File: src/rtl/ctxid_pkg.sv
package ctxid_pkg;

  typedef enum logic [2:0] {
    OUT_NONE  = 3'd0,
    OUT_DATA  = 3'd1,
    OUT_UNDEF = 3'd2,
    OUT_TRAP  = 3'd3,
    OUT_MEM   = 3'd4
  } outcome_e;

  typedef enum logic {
    TGT_EL1 = 1'b0,
    TGT_EL2 = 1'b1
  } target_e;

  // strobes from control to datapath
  typedef struct packed {
    logic wrEl1;
    logic wrEl2;
    logic rdEl1;
    logic rdEl2;
  } ctrl_strb_t;

endpackage

File: src/rtl/ctxid_decode.sv
module ctxid_decode
  import ctxid_pkg::*;
#(
  parameter int SEL_W = 16,
  parameter int EC_W = 6,
  parameter int OFS_W = 12,
  parameter logic [SEL_W-1:0] PRIM_SEL = 16'hC681,
  parameter logic [SEL_W-1:0] ALIAS_SEL = 16'hEE81,
  parameter logic [EC_W-1:0] TRAP_EC = 6'h18,
  parameter logic [OFS_W-1:0] MEM_OFS = 12'h108
) (
  input  logic             accValid,
  input  logic             accWrite,
  input  logic [SEL_W-1:0] accSel,
  input  logic [1:0]       privLevel,
  input  logic             el2Enable,
  input  logic             hasEl3,
  input  logic             fgtImpl,
  input  logic             el3FgtEnable,
  input  logic             vmTrapRd,
  input  logic             vmTrapWr,
  input  logic             fgtTrapRd,
  input  logic             fgtTrapWr,
  input  logic [2:0]       nvBits,
  input  logic             hostMode,
  output ctrl_strb_t       strb,
  output logic             dataAck,
  output logic             undefFlag,
  output logic             trapFlag,
  output logic [EC_W-1:0]  trapClass,
  output logic             memRedirect,
  output logic [OFS_W-1:0] memOffset
);

  localparam logic [2:0] NV_PRIM_MEM  = 3'b111;
  localparam logic [2:0] NV_ALIAS_MEM = 3'b101;

  logic primHit, aliasHit;
  logic vmTrapHit, fgtTrapHit, fgtAllowed;
  outcome_e outcome;
  target_e  target;

  assign primHit  = accValid && (accSel == PRIM_SEL);
  assign aliasHit = accValid && (accSel == ALIAS_SEL);

  assign vmTrapHit  = el2Enable && (accWrite ? vmTrapWr : vmTrapRd);
  assign fgtAllowed = el2Enable && fgtImpl && (!hasEl3 || el3FgtEnable);
  assign fgtTrapHit = fgtAllowed && (accWrite ? fgtTrapWr : fgtTrapRd);

  always_comb begin
    outcome = OUT_NONE;
    target  = TGT_EL1;
    if (primHit || aliasHit) begin
      if (privLevel == 2'd0) begin
        outcome = OUT_UNDEF;
      end else if (primHit) begin
        unique case (privLevel)
          2'd1: begin
            if (vmTrapHit)                outcome = OUT_TRAP;
            else if (fgtTrapHit)          outcome = OUT_TRAP;
            else if (nvBits == NV_PRIM_MEM) outcome = OUT_MEM;
            else                          outcome = OUT_DATA;
          end
          2'd2: begin
            outcome = OUT_DATA;
            target  = hostMode ? TGT_EL2 : TGT_EL1;
          end
          default: outcome = OUT_DATA;
        endcase
      end else begin
        if (privLevel == 2'd1) begin
          if (nvBits == NV_ALIAS_MEM) outcome = OUT_MEM;
          else if (nvBits[0])         outcome = OUT_TRAP;
          else                        outcome = OUT_UNDEF;
        end else begin
          outcome = hostMode ? OUT_DATA : OUT_UNDEF;
        end
      end
    end
  end

  assign dataAck     = (outcome == OUT_DATA);
  assign undefFlag   = (outcome == OUT_UNDEF);
  assign trapFlag    = (outcome == OUT_TRAP);
  assign memRedirect = (outcome == OUT_MEM);
  assign trapClass   = trapFlag ? TRAP_EC : '0;
  assign memOffset   = memRedirect ? MEM_OFS : '0;

  assign strb.wrEl1 = dataAck &&  accWrite && (target == TGT_EL1);
  assign strb.wrEl2 = dataAck &&  accWrite && (target == TGT_EL2);
  assign strb.rdEl1 = dataAck && !accWrite && (target == TGT_EL1);
  assign strb.rdEl2 = dataAck && !accWrite && (target == TGT_EL2);

endmodule

File: src/rtl/ctxid_regs.sv
module ctxid_regs
  import ctxid_pkg::*;
#(
  parameter int DATA_W = 64,
  parameter int ID_W = 32
) (
  input  logic              clk,
  input  logic              rst,
  input  ctrl_strb_t        strb,
  input  logic [DATA_W-1:0] wrData,
  output logic [DATA_W-1:0] rdData
);

  localparam int NUM_CTX = 2;
  localparam int PAD_W = DATA_W - ID_W;

  logic [ID_W-1:0] ctxQ [NUM_CTX];
  logic [NUM_CTX-1:0] wrEn;
  logic [NUM_CTX-1:0] rdEn;

  assign wrEn = {strb.wrEl2, strb.wrEl1};
  assign rdEn = {strb.rdEl2, strb.rdEl1};

  for (genvar i = 0; i < NUM_CTX; i++) begin : g_ctx
    always_ff @(posedge clk) begin
      if (rst)          ctxQ[i] <= '0;
      else if (wrEn[i]) ctxQ[i] <= wrData[ID_W-1:0];
    end
  end

  always_comb begin
    rdData = '0;
    for (int i = 0; i < NUM_CTX; i++) begin
      if (rdEn[i]) rdData = {{PAD_W{1'b0}}, ctxQ[i]};
    end
  end

endmodule

File: src/rtl/ctxid_access_ctrl.sv
module ctxid_access_ctrl
  import ctxid_pkg::*;
#(
  parameter int DATA_W = 64,
  parameter int ID_W = 32,
  parameter int SEL_W = 16,
  parameter int EC_W = 6,
  parameter int OFS_W = 12
) (
  input  logic              clk,
  input  logic              rst,
  input  logic              accValid,
  input  logic              accWrite,
  input  logic [SEL_W-1:0]  accSel,
  input  logic [1:0]        privLevel,
  input  logic              el2Enable,
  input  logic              hasEl3,
  input  logic              fgtImpl,
  input  logic              el3FgtEnable,
  input  logic              vmTrapRd,
  input  logic              vmTrapWr,
  input  logic              fgtTrapRd,
  input  logic              fgtTrapWr,
  input  logic [2:0]        nvBits,
  input  logic              hostMode,
  input  logic [DATA_W-1:0] wrData,
  output logic [DATA_W-1:0] rdData,
  output logic              dataAck,
  output logic              undefFlag,
  output logic              trapFlag,
  output logic [EC_W-1:0]   trapClass,
  output logic              memRedirect,
  output logic [OFS_W-1:0]  memOffset
);

  ctrl_strb_t strb;

  ctxid_decode #(
    .SEL_W(SEL_W), .EC_W(EC_W), .OFS_W(OFS_W)
  ) u_ctl (
    .accValid(accValid), .accWrite(accWrite), .accSel(accSel),
    .privLevel(privLevel), .el2Enable(el2Enable), .hasEl3(hasEl3),
    .fgtImpl(fgtImpl), .el3FgtEnable(el3FgtEnable),
    .vmTrapRd(vmTrapRd), .vmTrapWr(vmTrapWr),
    .fgtTrapRd(fgtTrapRd), .fgtTrapWr(fgtTrapWr),
    .nvBits(nvBits), .hostMode(hostMode),
    .strb(strb), .dataAck(dataAck), .undefFlag(undefFlag),
    .trapFlag(trapFlag), .trapClass(trapClass),
    .memRedirect(memRedirect), .memOffset(memOffset)
  );

  ctxid_regs #(
    .DATA_W(DATA_W), .ID_W(ID_W)
  ) u_dp (
    .clk(clk), .rst(rst), .strb(strb), .wrData(wrData), .rdData(rdData)
  );

endmodule

File: config.mk
export PLATFORM = sky130hd
export DESIGN_NAME = ctxid_access_ctrl
export DESIGN_NICKNAME = d
export VERILOG_FILES = /design/src/rtl/ctxid_pkg.sv /design/src/rtl/ctxid_decode.sv /design/src/rtl/ctxid_regs.sv /design/src/rtl/ctxid_access_ctrl.sv
export SDC_FILE = /design/constraint.sdc
export NUM_CORES = 1
export LEC_CHECK = 0
export CELL_PAD_IN_SITES_DETAIL_PLACEMENT = 0
export CELL_PAD_IN_SITES_GLOBAL_PLACEMENT = 1
export CORE_UTILIZATION = 30
export CTS_CLUSTER_DIAMETER = 40
export DETAILED_ROUTE_END_ITERATION = 8
export DONT_BUFFER_PORTS = 1
export PLACE_DENSITY = 0.62
export RECOVER_POWER = 50
export SLEW_MARGIN = 0
export SYNTH_ARGS = -nofsm -noshare
export SYNTH_HDL_FRONTEND = slang
export SYNTH_SLANG_ARGS = --single-unit
File: constraint.sdc
create_clock -name clk -period 5.75 [get_ports clk]
set_clock_uncertainty 0.05 [all_clocks]
set_input_delay 0.8625 -clock clk [delete_from_list [all_inputs] [get_ports clk]]
set_output_delay 0.8625 -clock clk [all_outputs]
set_load 0.005 [all_outputs]
==> results by group, run 1 <==
Place
  – RD Place Congestion: 0.715
  – HPWL Detailed: 5.02 mm
  – IO buf count: 0
  – Number of placed instances, taps included: 520

Clock tree
  – Deepest level of the CTS H-tree: 3
  – Library cell used as clock root buffer: clkbuf_16
  – CTS tree: built
  – Post CTS Setup Buffer Count: 0
  – CTS sink count: 64
  – Clock Path Buffers: 2
  – Total clock buffers created by CTS: 9
  – Clock-pin slew on the worst setup and hold paths: 0.05 ns
  – Post_cts resized: 0
  – Post-cts hold buffer count: 0

Timing
  – Setup-failing EPs final: 0
  – Unrepaired setup endpoints after global routing: false
  – Relative slew slack: -0.0664
  – Post-route minimum period: 4.69 ns
  – Part of the cycle the worst path needs: 0.815
  – Slew at the pin closest to its max-slew limit: 1.60 ns
  – Count of pins over their slew limit: 33
  – Fmax achieved: 213 MHz
  – Fin Setup TNS: 0 ns
  – Final-report hold violation count: 0

Drt
  – DRC violations left: 0
  – DRT antenna net count: 0
  – Total via count in the routed design: 2407
  – Routed wire length per instance: 15.6 um
  – First-pass iteration count of the detailed router: 4
  – Final wirelength: 8.34 mm
  – Number of DRC markers in iteration 0: 120
  – Post-detailed-route via-to-cell ratio: 4.50

Final layout
  – Count of non-filler cells in the finished layout: 535
  – Layout overhead on the synthesized area: 0.256%
  – Biggest register: u_dp.ctxQ
  – Largest registers ranked by flip-flop count: u_dp.ctxQ (64)
  – Antenna diode instance count: 0
  – Nets@finish: 457
  – Share of layout cells above drive strength 1: 0.154
  – Flip-flop count of the largest register, all copies and words added: 64

Synth
  – Count of unique library cells instantiated by Yosys: 39
  – Sequential-to-total area share from yosys stat: 0.492
  – Avg Synthesized Cell Area: 10.4 sq um
  – Yosys warning count: 0
  – Netlist area before placement: 3900 sq um
  – Number of storage elements in the synthesis netlist: 64
  – Post-synthesis cell count: 376

Setup path
  – Critical path capture point: rdData[1]
  – Delay of the slowest critical-path stage: 0.86 ns
  – Critical path class: input pin to output pin
  – Critical Path AT: 3.78 ns
  – Most prevalent standard cell on the critical path: nand2_1
  – Highest-delay cell along the critical path: nand2_1
  – Largest fanout on the critical path: 37
  – Type of element capturing the critical path: output pin
  – Critical path depth: 6
  – Combined buffer and inverter count along the critical path: 1
  – Launching element of the worst setup path: accSel[2]
  – Series of cell instances along the critical path: or4b_1 -> nor4_1 -> nand2_1 -> buf_4 -> nand2_1 -> a21oi_2
  – CP top delay family: simple AND/OR/NAND/NOR gates
  – Startpoint kind of the worst setup timing path: input pin
  – Required time reported for the critical path endpoint: 4.84 ns

GRT
  – Total overflow reported by the global router: 0
  – Number of antenna violations at the first check in global routing: 0
  – Aggregate global-route resource usage: 0.129
  – First-pass GRT wire length: 12.7 mm
  – Number of global-route vias before repair: 2416
  – Largest net degree at the start of global routing: 66

Status
  – Result of the run: finished, violations left
  – Violated checks: capacitance limit, slew limit

Pwr
  – P_leak: 1.29 nW
  – Total power draw: 0.00115 W
  – Total power density per cell area: 295 nW/um^2
  – Max VDD drop: 84.8 uV

Job
  – Max-cap violation count: 1

Floorplanning
  – Count of boundary I/O pins: 184
  – Die height: 116 um
  – Die width: 116 um
  – Core box area: 12700 sq um
  – Initial Util: 0.308
  – Die Area: 13500 sq um
  – Core Rows: 41

Min path
  – Path class of the lowest-slack min-delay path: input pin to flip-flop
## cells in the mapped netlist, drive strengths merged
cell / instances / area share
nand2: 101 / 0.097
buf: 65 / 0.13
edfxtp: 64 / 0.49
nor2: 35 / 0.034
nor3: 35 / 0.082
a21oi: 32 / 0.070
clkbuf: 9 / 0.0087
inv: 4 / 0.0038
nand4b: 3 / 0.011
and2: 2 / 0.0038
mux2i: 2 / 0.0051
nor2b: 2 / 0.0032
o21ai: 2 / 0.0026
or4b: 2 / 0.0061
a211oi: 1 / 0.0032
a21o: 1 / 0.0019
a41o: 1 / 0.0026
conb: 1 / 0.00096
nand2b: 1 / 0.0016
nand3: 1 / 0.0045
nand3b: 1 / 0.0019
nand4: 1 / 0.0016
nor3b: 1 / 0.0019
nor4: 1 / 0.0055
o2111a: 1 / 0.0029
o21bai: 1 / 0.0019
o221a: 1 / 0.0051
o311ai: 1 / 0.0042
o32ai: 1 / 0.0071
or2: 1 / 0.0016
or2b: 1 / 0.0019
or3b: 1 / 0.0022
## cell usage in the layout (no fill, tap or decap), drive strengths merged, types with 2 or more instances in the layout
cell type,count
o21ai,2
edfxtp,64
nand2,101
nor2,35
nor2b,2
or4b,2
conb,46
mux2i,2
nor3,35
clkbuf,10
and2,2
a21oi,32
clkinv,3
bufinv,2
inv,4
nand4b,3
## logic make-up after synthesis
kind of cell | count (synthesis) | share of synthesized area
other cells | 1 | 0.000961
flops | 64 | 0.492
mux | 2 | 0.00513
compound gates | 42 | 0.101
buf+inv | 78 | 0.141
simple gates | 189 | 0.259
## per-stage QoR
step,area (sq um),hold WS (ns),util,setup WS [ns]
after floorplan,4070,1.04,-,2.32
after global placement,3770,1.05,0.298,1.44
after detailed placement,3770,1.05,0.298,1.43
after CTS,4080,0.713,0.322,1.43
after global routing,3910,0.707,0.309,0.721
final,3910,0.720,0.309,1.06
## final cells by class
type / count / area, sq um
clock inverters: 5 / 72.6
multi-input cells: 279 / 1450
repair buffers: 1 / 7.51
clock buffers: 10 / 229
inverters: 4 / 15.0
flip-flops and latches: 64 / 1920
well taps: 172 / 215
fillers: 1374 / 8760
## power breakdown
group | internal, W | switching [W] | total (W) | leakage, nW
combinational | 0.0000125 | 0.0000379 | 0.0000504 | 0.531
clock | 0.000373 | 0.000188 | 0.000562 | 0.147
sequential | 0.000536 | 0.00000573 | 0.000542 | 0.607
## how the worst min path moves through the flow
stage          startpoint               end  slack, ns  cells past startpoint
5_1_grt        wrData[22]  u_dp.ctxQ[1][22]       0.71                      2
6_report       wrData[24]  u_dp.ctxQ[1][24]       0.72                      2
3_3_place_gp    wrData[2]   u_dp.ctxQ[1][2]       1.05                      2
2_1_floorplan   wrData[0]   u_dp.ctxQ[1][0]       1.04                      2
4_1_cts         wrData[2]   u_dp.ctxQ[1][2]       0.71                      2
3_5_place_dp    wrData[2]   u_dp.ctxQ[1][2]       1.05                      2
## metal layers
metal | track usage | part of all wire | wire [um]
met3 | 0.0387 | 0.059 | 496
met2 | 0.226 | 0.51 | 4280
met1 | 0.147 | 0.42 | 3500
met4 | 0.0487 | 0.0076 | 63
met5 | 0 | 0 | 0
(Power assumes the default switching activity.)
==> inputs of run 2 (changes only) <==
==> constraint.sdc (replaced) <==
create_clock -name clk -period 4.6 [get_ports clk]
set_clock_uncertainty 0.05 [all_clocks]
set_input_delay 0.69 -clock clk [delete_from_list [all_inputs] [get_ports clk]]
set_output_delay 0.69 -clock clk [all_outputs]
set_load 0.005 [all_outputs]
==> results by group, run 2 (synthesized netlist as in run 1, its figures left out) <==
Clock tree
  – Deepest level of the CTS H-tree: 3 (unchanged)
  – Clock-pin slew on the worst setup and hold paths: 0.05 ns (about the same)
  – CTS sink count: 64 (unchanged)
  – CTS tree: built
  – Library cell used as clock root buffer: clkbuf_16
  – Post_cts resized: 0 (unchanged)
  – Post CTS Setup Buffer Count: 0 (unchanged)
  – Total clock buffers created by CTS: 9 (unchanged)
  – Clock Path Buffers: 2 (unchanged)
  – Post-cts hold buffer count: 0 (unchanged)

GRT
  – First-pass GRT wire length: 13.2 mm (+3.8%)
  – Total overflow reported by the global router: 0 (unchanged)
  – Aggregate global-route resource usage: 0.134 (+0.00492)
  – Largest net degree at the start of global routing: 37 (-44%)
  – Number of global-route vias before repair: 2482 (+2.7%)
  – Global Route met1 Usage: 0.152 (+0.00460)
  – Number of antenna violations at the first check in global routing: 0 (unchanged)
  – Routing layer with the top usage in global route: met2
  – Routing usage on met2: 0.237 (+0.0115)
  – Global-route track usage on met3: 0.0377 (-0.00105)

Pwr
  – Max VDD drop: 119 uV (+41%)
  – P_leak: 1.33 nW (+3.4%)
  – Total power density per cell area: 365 nW/um^2 (+24%)

Drt
  – DRT antenna net count: 0 (unchanged)
  – DRC violations left: 0 (unchanged)
  – Final wirelength: 8.54 mm (+2.4%)
  – Routed wire length per instance: 15.7 um (+0.94%)
  – First-pass iteration count of the detailed router: 5 (+1)
  – Number of DRC markers in iteration 0: 107 (-11%)
  – Total via count in the routed design: 2430 (+0.96%)
  – Post-detailed-route via-to-cell ratio: 4.48 (-0.53%)

Final layout
  – Leading cell types in the layout, fill and taps excluded: 101 x nand2_1, 64 x edfxtp_1, 46 x conb_1
  – Flip-flop count of the largest register, all copies and words added: 64 (unchanged)
  – Largest registers ranked by flip-flop count: u_dp.ctxQ (64)
  – Biggest register: u_dp.ctxQ
  – Nets@finish: 464 (+1.5%)
  – Share of layout cells above drive strength 1: 0.178 (+0.0236)
  – Layout overhead on the synthesized area: 2.18%
  – Most common cell after layout, fill and taps aside: nand2_1
  – Antenna diode instance count: 0 (unchanged)

Setup path
  – Startpoint kind of the worst setup timing path: input pin
  – Delay of the slowest critical-path stage: 0.68 ns (-0.18 ns)
  – Type of element capturing the critical path: output pin
  – Series of cell instances along the critical path: or4b_4 -> nor4_4 -> nand2_1 -> buf_4 -> nand2_1 -> a21oi_1
  – Required time reported for the critical path endpoint: 3.86 ns (-0.98 ns)
  – Most prevalent standard cell on the critical path: nand2_1
  – Critical Path AT: 3.09 ns (-0.69 ns)
  – Combined buffer and inverter count along the critical path: 1 (unchanged)
  – Largest fanout on the critical path: 36 (-2.7%)
  – Critical path class: input pin to output pin
  – CP top delay family: simple AND/OR/NAND/NOR gates
  – Highest-delay cell along the critical path: nand2_1

Timing
  – Post-route minimum period: 3.83 ns
  – Relative slew slack: -0.0681 (-0.00168)
  – Count of pins over their slew limit: 33 (unchanged)
  – Final-report hold violation count: 0 (unchanged)
  – Unrepaired setup endpoints after global routing: false
  – Fmax achieved: 261 MHz
  – Fin Setup TNS: 0 ns (unchanged)
  – Final-layout worst hold slack: 0.545 ns (-0.175 ns)
  – Setup-failing EPs final: 0 (unchanged)
  – Slew at the pin closest to its max-slew limit: 1.60 ns (+0.00252 ns)
  – Part of the cycle the worst path needs: 0.832
  – Final critical-path setup slack: 0.773 ns (-0.289 ns)

Floorplanning
  – Die width: 116 um (unchanged)
  – Core box area: 12700 sq um (unchanged)
  – Initial Util: 0.308 (unchanged)
  – Die height: 116 um (unchanged)
  – Die Area: 13500 sq um (unchanged)
  – Core Rows: 41 (unchanged)
  – Count of boundary I/O pins: 184 (unchanged)

Place
  – Pre-CTS setup slack: 0.966 ns (-0.465 ns)
  – IO buf count: 0 (unchanged)
  – RD Place Congestion: 0.707 (-1.1%)
  – HPWL Detailed: 5.53 mm (+10%)

Job
  – Max-cap violation count: 1 (unchanged)

Status
  – Result of the run: finished, violations left
  – Violated checks: capacitance limit, slew limit

Min path
  – Hold-critical path endpoint: u_dp.ctxQ[1][26]
  – Worst hold stages: 2 (unchanged)
  – Path class of the lowest-slack min-delay path: input pin to flip-flop
  – Min-delay src: wrData[26]
[run 2: cell count changes in the layout (fill, tap and decap cells not counted), sizes merged]
cell,delta
clkbuf,+1
clkinvlp,+2
buf,+6
clkinv,-1
[run 2: through the flow]
step	power [W]	instances	cell area, sq um	utilization
after CTS	0.00148	543	4140	0.327
after global placement	0.000754	527	3830	0.302
after detailed placement	0.000756	527	3830	0.302
after global routing	0.00151	543	3990	0.315
after floorplan	0.000769	421	4070	-
final	0.00146	543	3990	0.315
[run 2: area by class of cell]
| class | count | area [sq um] |
|---|---|---|
| clock buffer | 10 | 229 |
| clock inverter | 6 | 83.8 |
| fill | 1372 | 8680 |
| inverter | 4 | 15.0 |
| multi-input combinational | 279 | 1470 |
| sequential | 64 | 1920 |
| tap | 172 | 215 |
| timing repair buffer | 8 | 57.6 |
[run 2: power breakdown]
part	total (W)	switching [W]	leakage, nW	internal [W]
logic	0.0000644	0.0000480	0.575	0.0000164
clock network	0.000714	0.000243	0.146	0.000471
registers	0.000677	0.00000699	0.607	0.000670
total	0.00146	0.000298	1.33	0.00116
[run 2: worst max-delay path by stage]
stage | start | endpoint | slack [ns] | cells after the start
6_report | accSel[2] | rdData[31] | 0.77 | 6
5_1_grt | accSel[1] | rdData[31] | 0.45 | 6
4_1_cts | accSel[2] | rdData[12] | 0.97 | 6
3_5_place_dp | accSel[2] | rdData[12] | 0.97 | 6
3_3_place_gp | accSel[2] | rdData[28] | 1.0 | 6
2_1_floorplan | accSel[2] | u_dp.ctxQ[0][0] | 1.34 | 5
[run 2: metal layers]
| layer | wire, um | vias to the layer above |
|---|---|---|
| li1 | - | 1172 |
| met1 | 3510 | 1153 |
| met2 | 4390 | 95 |
| met3 | 516 | 10 |
| met4 | 122 | 0 |
| met5 | 0 | - |
